===== config.mk =====
export PLATFORM = sky130hd
export DESIGN_NAME = mfm_track_streamer
export DESIGN_NICKNAME = d
export VERILOG_FILES = /design/src/rtl/mfm_stream_pkg.sv /design/src/rtl/mfm_stream_ctrl.sv /design/src/rtl/mfm_stream_dp.sv /design/src/rtl/mfm_track_streamer.sv
export SDC_FILE = /design/constraint.sdc
export NUM_CORES = 1
export LEC_CHECK = 0
export BUFFER_PORTS_ARGS = -buffer_cell sky130_fd_sc_hd__buf_2
export CORE_MARGIN = 2
export CORE_UTILIZATION = 40
export DETAILED_ROUTE_END_ITERATION = 10
export SLEW_MARGIN = 20
export SYNTH_ARGS = -nofsm -noshare
export SYNTH_HDL_FRONTEND = slang
export SYNTH_SLANG_ARGS = --single-unit

===== constraint.sdc =====
create_clock -name clk -period 7.35 [get_ports clk]
set_clock_uncertainty 0.2 [all_clocks]
set_input_delay 1.47 -clock clk [delete_from_list [all_inputs] [get_ports clk]]
set_output_delay 1.47 -clock clk [all_outputs]
set_load 0.05 [all_outputs]

===== src/rtl/mfm_stream_pkg.sv =====
package mfm_stream_pkg;
  typedef struct packed {
    logic preload;   // idle: keep byte 0 staged, clear history
    logic emit;      // drive the current cell this clock
    logic dataCell;  // current cell is the data half of a bit
    logic advance;   // bit finished, step to next bit
    logic loadByte;  // byte finished, take next byte from buffer
  } mfm_strobe_t;
endpackage


===== src/rtl/mfm_stream_ctrl.sv =====
module mfm_stream_ctrl
  import mfm_stream_pkg::*;
#(
  parameter int TRACK_BYTES = 10416,
  parameter int HEADS       = 15,
  parameter int INDEX_BYTES = 4,
  parameter int OFF_W       = 14,
  parameter int HEAD_W      = 4,
  parameter int ADDR_W      = 18
) (
  input  logic              clk,
  input  logic              rstN,
  input  logic              cellEn,
  input  logic              cylLoaded,
  input  logic [HEAD_W-1:0] headSel,
  output logic              ready,
  output logic              indexOut,
  output logic [ADDR_W-1:0] bufAddr,
  output mfm_strobe_t       strobe
);
  logic             phase;
  logic [2:0]       bitIdx;
  logic [OFF_W-1:0] byteOff;
  logic [OFF_W-1:0] nextOff;
  logic [HEAD_W-1:0] headEff;

  always_comb begin
    if (!ready)                                nextOff = '0;
    else if (byteOff == OFF_W'(TRACK_BYTES-1)) nextOff = '0;
    else                                       nextOff = byteOff + 1'b1;
  end

  always_comb begin
    if (int'(headSel) >= HEADS) headEff = HEAD_W'(HEADS-1);
    else                        headEff = headSel;
  end

  assign bufAddr = ADDR_W'(headEff) * ADDR_W'(TRACK_BYTES) + ADDR_W'(nextOff);
  assign indexOut = ready && (byteOff < OFF_W'(INDEX_BYTES));

  always_comb begin
    strobe.preload  = !ready;
    strobe.emit     = ready && cellEn;
    strobe.dataCell = phase;
    strobe.advance  = ready && cellEn && phase;
    strobe.loadByte = ready && cellEn && phase && (bitIdx == 3'd7);
  end

  always_ff @(posedge clk) begin
    if (!rstN) begin
      ready   <= 1'b0;
      phase   <= 1'b0;
      bitIdx  <= '0;
      byteOff <= '0;
    end else begin
      ready <= cylLoaded;
      if (!ready) begin
        phase   <= 1'b0;
        bitIdx  <= '0;
        byteOff <= '0;
      end else if (cellEn) begin
        phase <= ~phase;
        if (phase) begin
          bitIdx <= bitIdx + 1'b1;
          if (bitIdx == 3'd7) byteOff <= nextOff;
        end
      end
    end
  end
endmodule


===== src/rtl/mfm_stream_dp.sv =====
module mfm_stream_dp
  import mfm_stream_pkg::*;
(
  input  logic        clk,
  input  logic        rstN,
  input  mfm_strobe_t strobe,
  input  logic [7:0]  bufData,
  output logic        mfmOut
);
  logic [7:0] shifter;
  logic       prevBit;
  logic       curBit;
  logic       cellVal;

  assign curBit  = shifter[7];
  assign cellVal = strobe.dataCell ? curBit : ~(prevBit | curBit);

  always_ff @(posedge clk) begin
    if (!rstN) begin
      shifter <= '0;
      prevBit <= 1'b0;
      mfmOut  <= 1'b0;
    end else if (strobe.preload) begin
      shifter <= bufData;
      prevBit <= 1'b0;
      mfmOut  <= 1'b0;
    end else begin
      if (strobe.emit) mfmOut <= cellVal;
      if (strobe.advance) begin
        prevBit <= curBit;
        shifter <= strobe.loadByte ? bufData : {shifter[6:0], 1'b0};
      end
    end
  end
endmodule


===== src/rtl/mfm_track_streamer.sv =====
module mfm_track_streamer
  import mfm_stream_pkg::*;
#(
  parameter int TRACK_BYTES = 10416,
  parameter int HEADS       = 15,
  parameter int INDEX_BYTES = 4,
  localparam int OFF_W  = $clog2(TRACK_BYTES),
  localparam int HEAD_W = (HEADS > 1) ? $clog2(HEADS) : 1,
  localparam int ADDR_W = $clog2(HEADS * TRACK_BYTES)
) (
  input  logic              clk,
  input  logic              rstN,
  input  logic              cellEn,
  input  logic              cylLoaded,
  input  logic [HEAD_W-1:0] headSel,
  input  logic [7:0]        bufData,
  output logic [ADDR_W-1:0] bufAddr,
  output logic              mfmOut,
  output logic              indexOut,
  output logic              driveReady
);
  mfm_strobe_t strobe;

  mfm_stream_ctrl #(
    .TRACK_BYTES(TRACK_BYTES), .HEADS(HEADS), .INDEX_BYTES(INDEX_BYTES),
    .OFF_W(OFF_W), .HEAD_W(HEAD_W), .ADDR_W(ADDR_W)
  ) u_ctrl (
    .clk(clk), .rstN(rstN), .cellEn(cellEn), .cylLoaded(cylLoaded),
    .headSel(headSel), .ready(driveReady), .indexOut(indexOut),
    .bufAddr(bufAddr), .strobe(strobe)
  );

  mfm_stream_dp u_dp (
    .clk(clk), .rstN(rstN), .strobe(strobe), .bufData(bufData), .mfmOut(mfmOut)
  );
endmodule


==> flow_summary.toml <==
[worst_setup_path]
cp_cell_sequence = "buf_2, ha_1, nand3_1, nand2b_1, ha_1, inv_1, fa_1, inv_1, ha_1, a21o_1, a211oi_1, a21oi_1, ha_1, a2111oi_2, o211ai_1, a31o_2, a21oi_2, nand3b_1, xnor2_1, buf_2"
path_buf_inv = 4
critPathMaxFanout = 5
path_class = "in -> out"
endpoint_kind = "output port"
critPathLaunchType = "input port"
worstPathRequired_ps = 5680
worst_path_dominant_cell_family = "compound AO/OA/AOI/OAI gates"
slowest_delay_ps = 500
cp_common_cell = "ha_1"
cp.arrival_ps = 5240
slowest_stage = "fa_1"

[drt]
m1WireLength_um = 2720
ant_nets = 0
dr.pass1.iters = 4
post_drt_wl_per_cell_um = 12.70
drt_iter0_markers = 99
met2WireLength_um = 2291
wl_met3_um = 246
vias_per_cell = 5.371
highest_layer = "met4"
vias = 2245
wl_um = 5309
drc = 0

[sta]
finalWorstSetupSlack_ps = 443.1
fmax_mhz = 144.8
period_minus_slack_ps = 6907
slew_headroom_pct = 47.99
maxSlewViolCount = 0
fin_tns_setup_ps = 0
hold_violations = 0
worstMarginPinSlew_ps = 778.2
rsz0062_at_grt = "false"
finalCritPeriodShare_pct = 93.97
setup_viol = 0

[synth]
ys_ff_latch = 29
syn_area_um2 = 2481
syn_inst = 316
synth_ff_type = "dfxtp_1"
synth.yosys.seq_area_share_pct = 23.40
synth_commonest_cells = "nand2_1, a21oi_1, dfxtp_1, nor2_1, ha_1"
synth-edff-count = 0
yosys_warnings = 0
synth_area_leaders = "dfxtp_1, ha_1, nand2_1"
synth_area_per_cell_um2 = 7.852
async_flop_share_pct = 0
yosys.cell_types.count = 49
postSynthNetCount = 362
synth_top_area_share_pct = 23.40
synth.most_common_cell = "nand2_1"
yosys.area.top_type = "dfxtp_1"

[clock_tree]
cts.sinks = 29
postCtsHoldBufs = 0
clockRootBuffer = "clkbuf_8"
cts_tree = "built"
path_clk_slew_ps = 60
clock_latency_ps = 290
h-tree-depth = 2
cts_resized = 0
cts_setup_buffers = 0
cts_max_path_buffers = 2
numCtsBuffers = 5

[grt]
grt_pass1_vias = 1977
grt_overflow_total = 0
grt_antenna_before_repair = 0
grt_usage_pct = 17.15
grt_max_degree = 28
grt_first_pass_wirelength_um = 9156

[power]
power_density_nw_per_um2 = 181.6
total_power_w = 0.0005069
power.leakage_nw = 1.249
irDropWorstVdd_mv = 0.09881

[cells_and_area]
fin_nets = 388
fillers = 585
area_growth_pct = 12.51
drive_gt1_share_pct = 17.49
antenna_cells = 0

[placed_design]
hpwl_um = 4044
numPortBuffers = 36
dp_slack_ps = 447.4
gp_congestion = 0.8206

[flow_run]
maxCapViolCount = 0

[floorplanning]
coreArea_um2 = 5956
ioPinCount = 37
die-width_um = 82.76
rows = 28
die_area_um2 = 6849
die_y_um = 82.76
start_util_pct = 41.66

[min_path]
hold_class = "reg -> reg"

[status]
status = "finished, final reports clean"
==> stage by stage <==
step                hold WS (ps)  instance area, µm²  instances  utilization, %
detailed placement         253.5                2671        410           44.85
global placement           240.8                2671        410           44.85
global route               279.4                2791        418           46.87
floorplan                  236.0                2481        316               -
finish                     259.8                2791        418           46.87
CTS                        263.2                2791        418           46.87
==> routing by layer <==
metal	vias to the layer above	global-route usage, %
met5	-	0
met4	0	3.934
met3	5	4.239
met2	40	25.97
met1	1028	24.49
li1	1172	-
==> sequential cells by signal, summed over array words and instances (netlist names) <==
register        count
u_ctrl.bitIdx       3
u_ctrl.byteOff     14
u_ctrl.phase        1
u_ctrl.ready        1
u_dp.mfmOut         1
u_dp.prevBit        1
u_dp.shifter        8
==> worst paths after layout <==
path                                  startpoint  cells after the start                         endpoint  slack (ps)
setup reg to reg  u_ctrl.byteOff[0]$_SDFFE_PN0P_                      8  u_ctrl.byteOff[11]$_SDFFE_PN0P_        4840
hold reg to reg    u_ctrl.bitIdx[2]$_SDFFE_PN0P_                      2    u_ctrl.bitIdx[2]$_SDFFE_PN0P_         260
setup / recovery                      headSel[2]                     20                      bufAddr[16]         440
hold / removal     u_ctrl.bitIdx[2]$_SDFFE_PN0P_                      2    u_ctrl.bitIdx[2]$_SDFFE_PN0P_         260
==> final cells by class <==
| type | count | area, µm² | share of cell area (%) |
|---|---|---|---|
| Clock buffer | 6 | 82.58 | 2.958 |
| Sequential cell | 29 | 580.6 | 20.80 |
| Multi-Input combinational cell | 261 | 1775 | 63.60 |
| Timing Repair Buffer | 38 | 195.2 | 6.992 |
| Tap cell | 75 | 93.84 | 3.362 |
| Clock inverter | 2 | 37.54 | 1.345 |
| Inverter | 7 | 26.28 | 0.9413 |
==> kinds of logic (layout without fill, tap and decap cells) <==
group | count (synthesis) | count (layout) | share of synthesized area, %
AOI/OAI and AO/OA | 66 | 66 | 17.50
and+or+nand+nor | 132 | 132 | 26.37
adders and majority gates | 30 | 30 | 15.73
DFF | 29 | 29 | 23.40
buffers and inverters | 26 | 53 | 5.043
xor gates and xnor gates | 33 | 33 | 11.95
==> placed cells by master, fill, tap and decap left out, types with 2 or more instances in the layout <==
master | synthesis | layout
a211oi_1 | 3 | 3
a21o_1 | 4 | 4
a21oi_1 | 29 | 29
a31oi_1 | 3 | 3
and2_1 | 2 | 2
and3_2 | 3 | 3
and4bb_2 | 2 | 2
buf_2 | 4 | 36
buf_4 | 6 | 2
clkbuf_8 | 0 | 6
dfxtp_1 | 29 | 29
fa_1 | 2 | 2
ha_1 | 28 | 28
inv_1 | 7 | 7
nand2_1 | 41 | 41
nand2b_1 | 4 | 4
nand3_1 | 22 | 22
nand4_1 | 7 | 7
nor2_1 | 29 | 29
nor2b_1 | 2 | 2
nor3_1 | 7 | 7
o211a_1 | 7 | 7
o21a_1 | 2 | 2
o21ai_0 | 6 | 6
o31ai_1 | 3 | 3
or3_1 | 2 | 2
xnor2_1 | 17 | 17
xor2_1 | 15 | 15
==> worst reg2reg max path, cell delays in order, from the launching register on <==
cell and delay [ps]:
dfxtp_1 420, ha_1 270, and4_4 260, nand4_1 90, o21ai_1 420, buf_4 290
and4bb_2 250, a21oi_1 120, nor2_1 50
==> where the power goes <==
| group | internal (W) | switching [W] |
|---|---|---|
| Sequential | 0.000161 | 0.00000363 |
| Clock | 0.000110 | 0.0000638 |
| Combinational | 0.0000531 | 0.000115 |
Note: power is estimated with default switching activity, not from simulation.
